File: src/rtl/rsf_pkg.sv
package rsf_pkg;
  typedef enum logic [1:0] {
    ST_IDLE  = 2'd0,
    ST_SPILL = 2'd1,
    ST_FILL  = 2'd2
  } rsf_state_e;
endpackage

File: src/rtl/rsf_map.sv
module rsf_map #(
  parameter int unsigned NUM_REGS   = 128,
  parameter int unsigned NUM_GLOBAL = 32,
  localparam int unsigned IW = $clog2(NUM_REGS)
) (
  input  logic [IW-1:0] lreg_i,
  input  logic [IW-1:0] base_i,
  input  logic [IW-1:0] sof_i,
  output logic [IW-1:0] preg_o,
  output logic          ill_o
);
  localparam logic [IW:0]   STK  = (IW+1)'(NUM_REGS - NUM_GLOBAL);
  localparam logic [IW:0]   GLBW = (IW+1)'(NUM_GLOBAL);
  localparam logic [IW-1:0] GLB  = IW'(NUM_GLOBAL);

  logic [IW-1:0] off;
  logic [IW:0]   pos;

  always_comb begin
    off = lreg_i - GLB;
    pos = {1'b0, base_i} + {1'b0, off};
    if (pos >= STK) pos = pos - STK;
    preg_o = (lreg_i < GLB) ? lreg_i : (pos[IW-1:0] + GLB);
    ill_o  = {1'b0, lreg_i} >= ({1'b0, sof_i} + GLBW);
  end
endmodule

File: src/rtl/rsf_frame.sv
module rsf_frame
  import rsf_pkg::*;
#(
  parameter int unsigned NUM_REGS   = 128,
  parameter int unsigned NUM_GLOBAL = 32,
  localparam int unsigned IW = $clog2(NUM_REGS)
) (
  input  logic          clk_i,
  input  logic          rst_ni,
  input  logic          call_i,
  input  logic [IW-1:0] call_keep_i,
  input  logic [IW-1:0] call_size_i,
  input  logic          ret_i,
  input  logic [IW-1:0] ret_keep_i,
  input  logic [IW-1:0] ret_size_i,
  input  logic          xfer_ack_i,
  output logic [IW-1:0] base_o,
  output logic [IW-1:0] sof_o,
  output logic [IW-1:0] res_o,
  output logic          stall_o,
  output logic          spill_req_o,
  output logic          fill_req_o,
  output logic [IW-1:0] xfer_cnt_o
);
  localparam int unsigned AW = IW + 2;
  localparam logic [AW-1:0] STK = AW'(NUM_REGS - NUM_GLOBAL);

  rsf_state_e    st_q, st_d;
  logic [IW-1:0] base_q, base_d, sof_q, sof_d, res_q, res_d;
  logic [IW-1:0] pk_q, pk_d, ps_q, ps_d, cnt_q, cnt_d;
  logic [AW-1:0] need;

  function automatic logic [IW-1:0] wrap_add(input logic [IW-1:0] b, input logic [IW-1:0] k);
    logic [AW-1:0] s;
    s = AW'(b) + AW'(k);
    if (s >= STK) s = s - STK;
    return s[IW-1:0];
  endfunction

  function automatic logic [IW-1:0] wrap_sub(input logic [IW-1:0] b, input logic [IW-1:0] k);
    logic [AW-1:0] s;
    s = AW'(b) + STK - AW'(k);
    if (s >= STK) s = s - STK;
    return s[IW-1:0];
  endfunction

  always_comb begin
    st_d   = st_q;
    base_d = base_q;
    sof_d  = sof_q;
    res_d  = res_q;
    pk_d   = pk_q;
    ps_d   = ps_q;
    cnt_d  = cnt_q;
    need   = AW'(res_q) + AW'(call_keep_i) + AW'(call_size_i);
    unique case (st_q)
      ST_IDLE: begin
        if (call_i) begin
          if (need > STK) begin
            st_d  = ST_SPILL;
            pk_d  = call_keep_i;
            ps_d  = call_size_i;
            cnt_d = IW'(need - STK);
          end else begin
            base_d = wrap_add(base_q, call_keep_i);
            sof_d  = call_size_i;
            res_d  = res_q + call_keep_i;
          end
        end else if (ret_i) begin
          if (ret_keep_i > res_q) begin
            st_d  = ST_FILL;
            pk_d  = ret_keep_i;
            ps_d  = ret_size_i;
            cnt_d = ret_keep_i - res_q;
          end else begin
            base_d = wrap_sub(base_q, ret_keep_i);
            sof_d  = ret_size_i;
            res_d  = res_q - ret_keep_i;
          end
        end
      end
      ST_SPILL: if (xfer_ack_i) begin
        st_d   = ST_IDLE;
        base_d = wrap_add(base_q, pk_q);
        sof_d  = ps_q;
        res_d  = res_q - cnt_q + pk_q;
      end
      ST_FILL: if (xfer_ack_i) begin
        st_d   = ST_IDLE;
        base_d = wrap_sub(base_q, pk_q);
        sof_d  = ps_q;
        res_d  = res_q + cnt_q - pk_q;
      end
      default: st_d = ST_IDLE;
    endcase
  end

  always_ff @(posedge clk_i or negedge rst_ni) begin
    if (!rst_ni) begin
      st_q   <= ST_IDLE;
      base_q <= '0;
      sof_q  <= '0;
      res_q  <= '0;
      pk_q   <= '0;
      ps_q   <= '0;
      cnt_q  <= '0;
    end else begin
      st_q   <= st_d;
      base_q <= base_d;
      sof_q  <= sof_d;
      res_q  <= res_d;
      pk_q   <= pk_d;
      ps_q   <= ps_d;
      cnt_q  <= cnt_d;
    end
  end

  assign base_o      = base_q;
  assign sof_o       = sof_q;
  assign res_o       = res_q;
  assign stall_o     = (st_q != ST_IDLE);
  assign spill_req_o = (st_q == ST_SPILL);
  assign fill_req_o  = (st_q == ST_FILL);
  assign xfer_cnt_o  = stall_o ? cnt_q : '0;
endmodule

File: src/rtl/rsf_renamer.sv
module rsf_renamer #(
  parameter int unsigned NUM_REGS   = 128,
  parameter int unsigned NUM_GLOBAL = 32,
  localparam int unsigned IW = $clog2(NUM_REGS)
) (
  input  logic          clk_i,
  input  logic          rst_ni,
  input  logic [IW-1:0] lreg_i,
  output logic [IW-1:0] preg_o,
  output logic          ill_o,
  input  logic          call_i,
  input  logic [IW-1:0] call_keep_i,
  input  logic [IW-1:0] call_size_i,
  input  logic          ret_i,
  input  logic [IW-1:0] ret_keep_i,
  input  logic [IW-1:0] ret_size_i,
  input  logic          xfer_ack_i,
  output logic          stall_o,
  output logic          spill_req_o,
  output logic          fill_req_o,
  output logic [IW-1:0] xfer_cnt_o
);
  logic [IW-1:0] base_w, sof_w, res_w;

  rsf_frame #(.NUM_REGS(NUM_REGS), .NUM_GLOBAL(NUM_GLOBAL)) frame_i (
    .clk_i       (clk_i),
    .rst_ni      (rst_ni),
    .call_i      (call_i),
    .call_keep_i (call_keep_i),
    .call_size_i (call_size_i),
    .ret_i       (ret_i),
    .ret_keep_i  (ret_keep_i),
    .ret_size_i  (ret_size_i),
    .xfer_ack_i  (xfer_ack_i),
    .base_o      (base_w),
    .sof_o       (sof_w),
    .res_o       (res_w),
    .stall_o     (stall_o),
    .spill_req_o (spill_req_o),
    .fill_req_o  (fill_req_o),
    .xfer_cnt_o  (xfer_cnt_o)
  );

  rsf_map #(.NUM_REGS(NUM_REGS), .NUM_GLOBAL(NUM_GLOBAL)) map_i (
    .lreg_i (lreg_i),
    .base_i (base_w),
    .sof_i  (sof_w),
    .preg_o (preg_o),
    .ill_o  (ill_o)
  );
endmodule

File: config.mk
export PLATFORM = sky130hd
export DESIGN_NAME = rsf_renamer
export DESIGN_NICKNAME = d
export VERILOG_FILES = /design/src/rtl/rsf_pkg.sv /design/src/rtl/rsf_map.sv /design/src/rtl/rsf_frame.sv /design/src/rtl/rsf_renamer.sv
export SDC_FILE = /design/constraint.sdc
export NUM_CORES = 1
export LEC_CHECK = 0
export ABC_AREA = 1
export CORE_ASPECT_RATIO = 1.5
export CORE_MARGIN = 4
export CORE_UTILIZATION = 54
export DETAILED_ROUTE_END_ITERATION = 8
export DONT_BUFFER_PORTS = 1
export GPL_ROUTABILITY_DRIVEN = 0
export PLACE_DENSITY = 0.76
export SKIP_LAST_GASP = 1
export SYNTH_ARGS = -nofsm -noshare
export SYNTH_HDL_FRONTEND = slang
export SYNTH_HIERARCHICAL = 1
export SYNTH_SLANG_ARGS = --single-unit
export TNS_END_PERCENT = 100
File: constraint.sdc
create_clock -name clk_i -period 4.11 [get_ports clk_i]
set_clock_uncertainty 0.15 [all_clocks]
set_input_delay 1.0275 -clock clk_i [delete_from_list [all_inputs] [get_ports clk_i]]
set_output_delay 1.0275 -clock clk_i [all_outputs]
set_load 0.05 [all_outputs]
==> results.sh <==
export IMPL_outcome="finished clean"
export IMPL_reg2reg_from="frame_i/res_o[1]"
export IMPL_crit_path_end_kind="output port"
export IMPL_fillers=1193
export IMPL_synth_top_area_share_pct=18.39
export IMPL_ctsHoldBuffers=0
export IMPL_post_route_period_util_pct=91.65
export IMPL_syn_avg_cell_area_um2=6.530
export IMPL_core_area_um2=12140
export IMPL_numPortBuffers=0
export IMPL_hpwl_um=14890
export IMPL_grt_setup_unrepaired="false"
export IMPL_grt_max_degree=45
export IMPL_worstPathArrival_ns=2.59
export IMPL_critPathMaxFanout=5
export IMPL_ys_warn_count=6
export IMPL_antenna_cells=0
export IMPL_final_layout_size_suffix_gt1_share_pct=6.250
export IMPL_cts_buffer_depth=2
export IMPL_cts_tree="built"
export IMPL_fin_crit_ns=3.767
export IMPL_drv_cap=0
export IMPL_totalWireLength_um=18220
export IMPL_async_flop_share_pct=100.0
export IMPL_grt_pass1_vias=6238
export IMPL_grt_usage_pct=25.50
export IMPL_ys_types=45
export IMPL_seq_area_frac_synth_pct=16.20
export IMPL_cts_resized=0
export IMPL_routed_via_density=5.459
export IMPL_wl_per_cell_um=15.27
export IMPL_clk_latency_ns=0.29
export IMPL_grt_pass1_wl_um=29840
export IMPL_cts_root_buf="clkbuf_16"
export IMPL_synth_area_um2=6798
export IMPL_slew_headroom_pct=39.24
export IMPL_max_freq_ghz=0.2655
export IMPL_r2r_end="frame_i/sof_o[3]"
export IMPL_synthTopCellsByArea="nand2_1, dfrtp_1, ha_1, inv_1, fa_1"
export IMPL_reg2regPathDepth=17
export IMPL_tns_ns=0
export IMPL_slew_viol_final=0
export IMPL_rows=49
export IMPL_postCtsSetupBuffers=0
export IMPL_synth_top_cells_by_count="nand2_1, inv_1, ha_1"
export IMPL_syn_to_final_growth_pct=4.988
export IMPL_synth_top_area_cell="nand2_1"
export IMPL_synth_edf_count=0
export IMPL_clk_pin_slew_ns=0.06
export IMPL_synth_most_common_cell="nand2_1"
export IMPL_die_y_um=145.4
export IMPL_ff_latch_area_um2=1101
export IMPL_cts_buffers=5
export IMPL_die_area_um2=14480
export IMPL_crit_required_ns=2.93
export IMPL_hold_path_class="in -> async"
export IMPL_num_vias=6512
export IMPL_die_width_um=99.61
export IMPL_start_util_pct=56.00
export IMPL_synthCells=1041
export IMPL_drtIter0Drc=326
export IMPL_hold_viol_final=0
export IMPL_ios=58
export IMPL_cts_sinks=44
export IMPL_path_class="in -> out"
export IMPL_start_kind="input pin"
export IMPL_ant_nets=0
export IMPL_tightestPinTransition_ns=0.9081
export IMPL_dp_cells=1185
export IMPL_final_cells=1193
export IMPL_rrSetupSlack_ns=0.63
export IMPL_drc_errors=0
export IMPL_final_core_util_pct=58.79
export IMPL_syn_num_nets=1193
export IMPL_ys_seq_elements=44
export IMPL_setup_viol=0
export IMPL_synthFlopType="dfrtp_1"
export IMPL_antenna_found_initial=0
export IMPL_overflow=0
export IMPL_cts_htree_levels=2
export IMPL_multi_input_area_um2=4887
export IMPL_nets=1191
export IMPL_drt_first_pass_iters=5
## how the worst max path moves through the flow
stage	start	endpoint	slack, ns
5_1_grt	call_keep_i[1]	frame_i/sof_o[3]	0.14
6_report	lreg_i[5]	preg_o[6]	0.34
3_3_place_gp	call_keep_i[1]	frame_i/sof_o[0]	0.22
4_1_cts	lreg_i[5]	preg_o[6]	0.32
3_5_place_dp	call_keep_i[1]	frame_i/sof_o[3]	0.15
2_1_floorplan	lreg_i[2]	preg_o[3]	0.11
## kinds of logic (layout without fill, tap and decap cells)
| group | after synthesis | count (layout) | synth area share, % |
|---|---|---|---|
| AOI/OAI and AO/OA | 153 | 153 | 13.55 |
| muxes | 8 | 8 | 1.178 |
| and+or+nand+nor | 511 | 511 | 32.16 |
| DFF | 44 | 44 | 16.20 |
| buffers and inverters | 202 | 201 | 11.91 |
| xor gates and xnor gates | 11 | 11 | 1.417 |
| adders and majority gates | 112 | 112 | 23.60 |
## worst max-delay path, stage by stage
cell     delay (ns)
inv_1          0.03
ha_1           0.26
inv_1          0.04
ha_1           0.34
nand2_1        0.10
inv_2          0.04
nand2_1        0.05
nand2_1        0.08
nor2_4         0.14
nand3_2        0.09
nand2_1        0.06
nand3_1        0.07
nand2_1        0.06
buf_4          0.19
## final cells by class
cell class	instances	area share (%)
Clock buffer	5	1.753
Clock inverter	3	0.5961
Inverter	179	9.414
Multi-Input combinational cell	795	68.48
Sequential cell	44	15.43
Tap cell	153	2.682
Timing Repair Buffer	14	1.648
## cells in the final DEF (no fill, tap or decap), types with 27 or more instances in the layout
cell / Yosys / routed
a21oi_1: 54 / 54
inv_1: 176 / 176
nand3_1: 65 / 65
ha_1: 85 / 85
dfrtp_1: 44 / 44
o21ai_0: 38 / 35
fa_1: 27 / 27
nand2_1: 333 / 333
nor2_1: 62 / 62
## stage by stage
stage | hold slack (ns) | cell area [µm²] | setup slack, ns
floorplan | 0.3050 | 6798 | 0.1098
global placement | 0.3164 | 6969 | 0.2192
detailed placement | 0.3202 | 6969 | 0.1464
CTS | 0.2701 | 7137 | 0.3223
global route | 0.2686 | 7137 | 0.1387
finish | 0.2810 | 7137 | 0.3433
## sequential cells by signal, summed over array words and instances, names as in the netlist
signal and count:
frame_i/base_o 7, frame_i/cnt_q 7, frame_i/pk_q 7, frame_i/ps_q 7, frame_i/res_o 7, frame_i/sof_o 7
frame_i/st_q 2
## metal layers
| layer | vias up | wire length, µm | global-route usage, % |
|---|---|---|---|
| met4 | 0 | 1178 | 14.83 |
| met5 | - | 0 | 0 |
| met3 | 73 | 693 | 2.878 |
| met1 | 2960 | 7099 | 28.74 |
| met2 | 172 | 9244 | 45.46 |
| li1 | 3307 | - | - |
Power is left out: the tool's default activity adds up to more than one toggle a clock period on the data nets, which glitch-free logic cannot reach.
